===== src/rtl/exc_entry_pkg.sv =====
`timescale 1ns/1ps
package exc_entry_pkg;

    localparam int NUM_LEVELS = 6;
    localparam int NUM_BANKS  = 5;
    localparam int BANK_W     = $clog2(NUM_BANKS);

    localparam logic [4:0] MODE_USR = 5'b10000;
    localparam logic [4:0] MODE_FIQ = 5'b10001;
    localparam logic [4:0] MODE_IRQ = 5'b10010;
    localparam logic [4:0] MODE_SVC = 5'b10011;
    localparam logic [4:0] MODE_ABT = 5'b10111;
    localparam logic [4:0] MODE_UND = 5'b11011;
    localparam logic [4:0] MODE_SYS = 5'b11111;

    // arbitration levels, index 0 is the most urgent
    typedef enum logic [2:0] {
        LVL_RESET = 3'd0,
        LVL_DABT  = 3'd1,
        LVL_FIQ   = 3'd2,
        LVL_IRQ   = 3'd3,
        LVL_PABT  = 3'd4,
        LVL_INSN  = 3'd5
    } level_e;

    localparam logic [BANK_W-1:0] BANK_FIQ = 3'd0;
    localparam logic [BANK_W-1:0] BANK_IRQ = 3'd1;
    localparam logic [BANK_W-1:0] BANK_SVC = 3'd2;
    localparam logic [BANK_W-1:0] BANK_ABT = 3'd3;
    localparam logic [BANK_W-1:0] BANK_UND = 3'd4;

    localparam logic [7:0] OFS_RESET = 8'h00;
    localparam logic [7:0] OFS_UND   = 8'h04;
    localparam logic [7:0] OFS_SWI   = 8'h08;
    localparam logic [7:0] OFS_PABT  = 8'h0C;
    localparam logic [7:0] OFS_DABT  = 8'h10;
    localparam logic [7:0] OFS_IRQ   = 8'h18;
    localparam logic [7:0] OFS_FIQ   = 8'h1C;

    typedef struct packed {
        logic       irq_dis;
        logic       fiq_dis;
        logic [4:0] mode;
    } psr_t;

    localparam psr_t PSR_RESET     = '{irq_dis: 1'b1, fiq_dis: 1'b1, mode: MODE_SVC};
    localparam psr_t PSR_BANK_INIT = '{irq_dis: 1'b0, fiq_dis: 1'b0, mode: MODE_USR};

    typedef struct packed {
        logic              hit;
        logic [BANK_W-1:0] idx;
    } bank_sel_t;

    function automatic bank_sel_t bank_of_mode(input logic [4:0] m);
        bank_sel_t r;
        r.hit = 1'b1;
        r.idx = '0;
        case (m)
            MODE_FIQ: r.idx = BANK_FIQ;
            MODE_IRQ: r.idx = BANK_IRQ;
            MODE_SVC: r.idx = BANK_SVC;
            MODE_ABT: r.idx = BANK_ABT;
            MODE_UND: r.idx = BANK_UND;
            default:  r.hit = 1'b0;
        endcase
        return r;
    endfunction

endpackage


===== src/rtl/exc_prio_arb.sv =====
`timescale 1ns/1ps
module exc_prio_arb #(
    parameter int N = 6,
    localparam int IW = (N > 1) ? $clog2(N) : 1
) (
    input  logic [N-1:0]  req_i,
    output logic [N-1:0]  gnt_o,
    output logic          any_o,
    output logic [IW-1:0] idx_o
);
    logic [N-1:0] blocked;

    assign blocked[0] = 1'b0;
    genvar k;
    generate
        for (k = 1; k < N; k++) begin : g_chain
            assign blocked[k] = blocked[k-1] | req_i[k-1];
        end
    endgenerate

    assign gnt_o = req_i & ~blocked;
    assign any_o = |req_i;

    always_comb begin
        idx_o = '0;
        for (int i = 0; i < N; i++) begin
            if (gnt_o[i]) idx_o = IW'(i);
        end
    end
endmodule


===== src/rtl/exc_target_dec.sv =====
`timescale 1ns/1ps
module exc_target_dec
    import exc_entry_pkg::*;
#(
    parameter int AW = 32,
    parameter logic [AW-1:0] HI_BASE = AW'(32'hFFFF_0000)
) (
    input  level_e            lvl_i,
    input  logic              insn_swi_i,
    input  logic              hivec_i,
    output logic [4:0]        mode_o,
    output logic [BANK_W-1:0] bank_o,
    output logic              mask_fiq_o,
    output logic [AW-1:0]     vec_o
);
    logic [7:0] ofs;

    always_comb begin
        mask_fiq_o = 1'b0;
        mode_o     = MODE_SVC;
        bank_o     = BANK_SVC;
        ofs        = OFS_RESET;
        case (lvl_i)
            LVL_RESET: begin
                mask_fiq_o = 1'b1;
            end
            LVL_DABT: begin
                mode_o = MODE_ABT;
                bank_o = BANK_ABT;
                ofs    = OFS_DABT;
            end
            LVL_FIQ: begin
                mode_o     = MODE_FIQ;
                bank_o     = BANK_FIQ;
                ofs        = OFS_FIQ;
                mask_fiq_o = 1'b1;
            end
            LVL_IRQ: begin
                mode_o = MODE_IRQ;
                bank_o = BANK_IRQ;
                ofs    = OFS_IRQ;
            end
            LVL_PABT: begin
                mode_o = MODE_ABT;
                bank_o = BANK_ABT;
                ofs    = OFS_PABT;
            end
            default: begin
                if (insn_swi_i) begin
                    ofs = OFS_SWI;
                end else begin
                    mode_o = MODE_UND;
                    bank_o = BANK_UND;
                    ofs    = OFS_UND;
                end
            end
        endcase
    end

    assign vec_o = (hivec_i ? HI_BASE : '0) | AW'(ofs);
endmodule


===== src/rtl/exc_entry_ctrl.sv =====
`timescale 1ns/1ps
module exc_entry_ctrl
    import exc_entry_pkg::*;
#(
    parameter int AW = 32,
    parameter logic [AW-1:0] HI_BASE = AW'(32'hFFFF_0000)
) (
    input  logic          clk,
    input  logic          rst_n,
    input  logic          rst_req_i,
    input  logic          dabort_i,
    input  logic          pabort_i,
    input  logic          fiq_n_i,
    input  logic          irq_n_i,
    input  logic          swi_i,
    input  logic          undef_i,
    input  logic          eret_i,
    input  logic          hivec_i,
    input  logic [AW-1:0] exec_pc_i,
    output logic          take_o,
    output logic [AW-1:0] vector_o,
    output logic [4:0]    mode_o,
    output logic          irq_dis_o,
    output logic          fiq_dis_o,
    output logic [6:0]    spsr_o,
    output logic [AW-1:0] lr_o
);
    localparam int LW = $clog2(NUM_LEVELS);

    typedef struct packed {
        psr_t                          cpsr;
        psr_t [NUM_BANKS-1:0]          spsr;
        logic [NUM_BANKS-1:0][AW-1:0]  lr;
        logic [AW-1:0]                 vec;
        logic                          take;
    } state_t;

    state_t st_d, st_q;

    logic [NUM_LEVELS-1:0] req;
    logic [NUM_LEVELS-1:0] gnt;
    logic                  any_req;
    logic [LW-1:0]         lvl_idx;
    logic [4:0]            tgt_mode;
    logic [BANK_W-1:0]     tgt_bank;
    logic                  tgt_mask_fiq;
    logic [AW-1:0]         tgt_vec;
    bank_sel_t             cur_bank;

    always_comb begin
        req[LVL_RESET] = rst_req_i;
        req[LVL_DABT]  = dabort_i;
        req[LVL_FIQ]   = ~fiq_n_i & ~st_q.cpsr.fiq_dis;
        req[LVL_IRQ]   = ~irq_n_i & ~st_q.cpsr.irq_dis;
        req[LVL_PABT]  = pabort_i;
        req[LVL_INSN]  = swi_i | undef_i;
    end

    exc_prio_arb #(.N(NUM_LEVELS)) u_arb (
        .req_i (req),
        .gnt_o (gnt),
        .any_o (any_req),
        .idx_o (lvl_idx)
    );

    exc_target_dec #(.AW(AW), .HI_BASE(HI_BASE)) u_dec (
        .lvl_i      (level_e'(lvl_idx)),
        .insn_swi_i (swi_i),
        .hivec_i    (hivec_i),
        .mode_o     (tgt_mode),
        .bank_o     (tgt_bank),
        .mask_fiq_o (tgt_mask_fiq),
        .vec_o      (tgt_vec)
    );

    assign cur_bank = bank_of_mode(st_q.cpsr.mode);

    always_comb begin
        st_d      = st_q;
        st_d.take = 1'b0;
        if (any_req) begin
            st_d.spsr[tgt_bank]  = st_q.cpsr;
            st_d.lr[tgt_bank]    = exec_pc_i;
            st_d.cpsr.mode       = tgt_mode;
            st_d.cpsr.irq_dis    = 1'b1;
            if (tgt_mask_fiq) begin
                st_d.cpsr.fiq_dis = 1'b1;
            end
            st_d.vec  = tgt_vec;
            st_d.take = 1'b1;
        end else if (eret_i && cur_bank.hit) begin
            st_d.cpsr = st_q.spsr[cur_bank.idx];
        end
    end

    always_ff @(posedge clk or negedge rst_n) begin
        if (!rst_n) begin
            st_q.cpsr <= PSR_RESET;
            st_q.spsr <= {NUM_BANKS{PSR_BANK_INIT}};
            st_q.lr   <= '0;
            st_q.vec  <= '0;
            st_q.take <= 1'b0;
        end else begin
            st_q <= st_d;
        end
    end

    assign take_o    = st_q.take;
    assign vector_o  = st_q.vec;
    assign mode_o    = st_q.cpsr.mode;
    assign irq_dis_o = st_q.cpsr.irq_dis;
    assign fiq_dis_o = st_q.cpsr.fiq_dis;
    assign spsr_o    = cur_bank.hit ? st_q.spsr[cur_bank.idx] : '0;
    assign lr_o      = cur_bank.hit ? st_q.lr[cur_bank.idx]   : '0;
endmodule


===== config.mk =====
export PLATFORM = sky130hd
export DESIGN_NAME = exc_entry_ctrl
export DESIGN_NICKNAME = d
export VERILOG_FILES = /design/src/rtl/exc_entry_pkg.sv /design/src/rtl/exc_prio_arb.sv /design/src/rtl/exc_target_dec.sv /design/src/rtl/exc_entry_ctrl.sv
export SDC_FILE = /design/constraint.sdc
export NUM_CORES = 1
export LEC_CHECK = 0
export ABC_AREA = 1
export BUFFER_PORTS_ARGS = -buffer_cell sky130_fd_sc_hd__buf_4
export CAP_MARGIN = 10
export CORE_MARGIN = 4
export CORE_UTILIZATION = 59
export DETAILED_ROUTE_END_ITERATION = 7
export PLACE_DENSITY = 0.77
export SETUP_SLACK_MARGIN = 0.05
export SYNTH_ARGS = -nofsm -noshare
export SYNTH_HDL_FRONTEND = slang
export SYNTH_HIERARCHICAL = 1
export SYNTH_SLANG_ARGS = --single-unit

===== constraint.sdc =====
create_clock -name clk -period 2.9 [get_ports clk]
set_clock_uncertainty 0.15 [all_clocks]
set_input_delay 0.145 -clock clk [delete_from_list [all_inputs] [get_ports clk]]
set_output_delay 0.145 -clock clk [all_outputs]
set_load 0.05 [all_outputs]

==> flow_summary.rst <==
.. list-table::
   :header-rows: 1

   * - Metric
     - Value
   * - Status
     - completed
   * - Via count of the first global-routing pass
     - slightly above 9000
   * - Sequential Power Share
     - a little over two fifths
   * - Final hold violation count
     - 0
   * - Critical path class
     - reg2out
   * - Switching power summed over all nets
     - 3020 uW
   * - IR drop worst, VDD
     - between 0.5 and 0.6 mV
   * - CP endpoint
     - spsr_o[0]
   * - Clk slew on worst S/H paths
     - roughly 60 ps
   * - Antenna Cells
     - 0
   * - Final nets
     - approximately 1500
   * - Data required time at the worst endpoint
     - roughly 2600 ps
   * - Routed metal-1 wire length
     - between 10000 and 15000 um
   * - CTS tree
     - done
   * - Clock power frac
     - roughly a third
   * - Sinks on the clock net
     - between 200 and 250
   * - Syn Std Cell Area
     - about 11000 um2
   * - Worst setup slack before clock tree synthesis
     - around 250 ps
   * - Vias post-DR
     - 9589
   * - Final worst setup slack
     - 47.8 ps
   * - Design internal power
     - between 6000 and 7000 uW
   * - Count of port buffers added during placement
     - 121
   * - Arrival time worst endpoint
     - around 2600 ps
   * - R2r setup slk
     - approximately 260 ps
   * - Sum of negative setup slack
     - 0 ps
   * - Logic depth of the worst register-to-register path
     - 12
   * - Routed wirelength normalized by instance count
     - around 17 um
   * - Post-Synthesis Mean Instance Area
     - a little over 8 um2
   * - Total number of yosys warnings
     - 6
   * - CTS max path bufs
     - 3
   * - Final min period
     - between 2000 and 3000 ps
   * - PD cells
     - 707 nW/um2
   * - RSZ-0062 raised after global routing
     - true
   * - Number of placed I/O pins
     - approximately 120
   * - Number of antenna violations at the first check in global routing
     - 0
   * - Tightest Hold Check Type
     - in2reg
   * - Layout overhead on the synthesized area
     - 20.8%
   * - Post-detailed-placement half-perimeter wirelength
     - 15800 um
   * - Sum of routed wire length over all layers
     - roughly 29000 um
   * - Final worst path period share
     - between 90% and 100%
   * - Total routing resource utilization after global routing
     - a little over a quarter
   * - Number of levels in the clock H-tree
     - 1
   * - Achievable Freq
     - 351 MHz
   * - Crit-path max FO
     - 81
   * - Pre-antenna DRT Iters
     - 5
   * - Area of the placeable core
     - 18700 um2
   * - Cells after synthesis
     - around 1400
   * - Via density per instance
     - between 5 and 6
   * - Top metal layer carrying routed signals
     - met4
   * - Number of placement rows
     - 50
   * - Non-filler cells in the finished layout
     - 1724
   * - Total of max-cap violations
     - 0
   * - Initial standard-cell utilization of the core
     - between 50 and 60%
   * - Seq. cell area
     - around 5900 um2
   * - End of the worst register-to-register path
     - st_q[47]
   * - Number of antenna-violating nets in the routed design
     - 0
   * - R2r startpoint
     - irq_dis_o
   * - Number of filler instances in the final layout
     - 1453
   * - DRC violation count after routing
     - 0
   * - Amount of wire on met2 after detailed routing
     - around 14000 um
   * - Worst Setup Start Kind
     - flip-flop
   * - Least-Margin Pin Slew
     - around 740 ps
   * - Sum of met3 wire segment lengths after detailed routing
     - between 1500 and 2000 um
   * - Switching share of total power
     - a little under a third
   * - Final Wtd Congestion
     - roughly 0.77
   * - Part of the power in combinational logic
     - between 20% and 30%
   * - Worst Setup SP
     - mode_o[0]
   * - Final count of pins violating max slew
     - 0
   * - Final setup vio count
     - 0
   * - Max-slew headroom
     - approximately 50%
   * - Root Buffer
     - sky130_fd_sc_hd__clkbuf_16
   * - Die span in y
     - between 100 and 150 um
   * - Die Outline Area
     - 21300 um2
   * - Total instance count after detailed placement
     - around 1600
   * - Starting DRC count in detailed routing
     - roughly 830
   * - Number of buffers created by CTS
     - 25
   * - Clock latency of the later-clocked register in the worst-skew pair
     - roughly 520 ps
   * - Leakage power
     - 0.00663 uW
   * - Maximum number of pins on one net before global-route repair
     - 100
   * - Remaining global-route overflow
     - 0
   * - Multi-input gate area in the final layout
     - 4350 um2
   * - Fraction of layout instances using a drive strength above 1
     - between 10% and 20%
   * - Width of the die
     - roughly 150 um
   * - Worst setup EP type
     - output port
   * - Global-route wire length before repair
     - between 40000 and 50000 um
-- routing by layer --
layer  global-route usage, %  up-vias
met5                       0        -
met4                    6.70        0
met3                    3.71       44
met2                    43.3      338
met1                    36.5     4619
li1                        -     4588
-- cells in the final DEF, fill, tap and decap left out, types with 14 or more instances in the layout --
master                          count
sky130_fd_sc_hd__nor3_2            14
sky130_fd_sc_hd__nor3_1            17
sky130_fd_sc_hd__o21ai_0          198
sky130_fd_sc_hd__nor2_1            16
sky130_fd_sc_hd__buf_4            137
sky130_fd_sc_hd__a21oi_1           33
sky130_fd_sc_hd__a31oi_1           32
sky130_fd_sc_hd__dlygate4sd3_1     38
sky130_fd_sc_hd__nand2_1          484
sky130_fd_sc_hd__nand3_1           87
sky130_fd_sc_hd__buf_12            15
sky130_fd_sc_hd__clkbuf_16         28
sky130_fd_sc_hd__conb_1            14
sky130_fd_sc_hd__dfrtp_1          225
sky130_fd_sc_hd__inv_1             55
-- registers in the layout, summed over array words and instances (netlist names) --
| register | flops |
|---|---|
| st_q | 195 |
| fiq_dis_o | 1 |
| irq_dis_o | 1 |
| take_o | 1 |
| mode_o | 5 |
| vector_o | 32 |
-- timing repair --
action / CTS / global route
pin swaps: 3 / 7
endpoints found under the hold margin: 280 / 0
cloned: 1 / 3
endpoints found under the setup margin: 30 / 66
hold buffers: 38 / 0
buffers inserted: 4 / 9
gates resized for setup: 19 / 36
-- worst min-delay path by stage --
stage	startpoint	endpoint	slack, ps	depth (start not counted)
after floorplan	rst_n	mode_o[2]	-300	0
after global placement	rst_n	st_q[153]	80	1
after detailed placement	rst_n	st_q[153]	80	1
after CTS	pabort_i	vector_o[4]	30	6
after global routing	pabort_i	vector_o[4]	70	6
final	pabort_i	vector_o[4]	60	6
-- through the flow --
stage / hold slack, ps / area [um2] / util [%] / total power [uW]
global route: 70.2 / 13500 / 72.4 / 10100
CTS: 28.1 / 13300 / 71.0 / 9500
floorplan: -301 / 11300 / - / 5670
detailed placement: 84.8 / 11900 / 63.8 / 6240
global placement: 84.9 / 11900 / 63.8 / 6170
finish: 56.9 / 13500 / 72.4 / 9580
-- worst max-delay path, cell delays in order, from the launching register on --
cell and delay, ps:
sky130_fd_sc_hd__dfstp_2 600, sky130_fd_sc_hd__nand2_2 80, sky130_fd_sc_hd__nor2_4 170, sky130_fd_sc_hd__nand2_4 100, sky130_fd_sc_hd__buf_12 190, sky130_fd_sc_hd__nand3_1 170
sky130_fd_sc_hd__nand2_1 70, sky130_fd_sc_hd__a21oi_2 220, sky130_fd_sc_hd__and2_4 180, sky130_fd_sc_hd__buf_6 150
-- power groups by stage --
stage	sequential [uW]	clock [uW]	combinational, uW
6_report	4180	3180	2220
5_1_grt	4230	3370	2460
4_1_cts	4160	3220	2130
3_5_place_dp	4210	0	2030
3_3_place_gp	4200	0	1970
2_1_floorplan	4140	0	1530
-- area by class of cell --
cell class,count,share of cell area [%]
Clock buffer,38,5.35
Clock inverter,8,0.711
Inverter,61,1.80
Sequential cell,235,43.5
Timing Repair Buffer,205,14.3
Tap cell,234,2.16
Multi-Input combinational cell,943,32.1
Note: power is estimated with default switching activity, not from simulation.
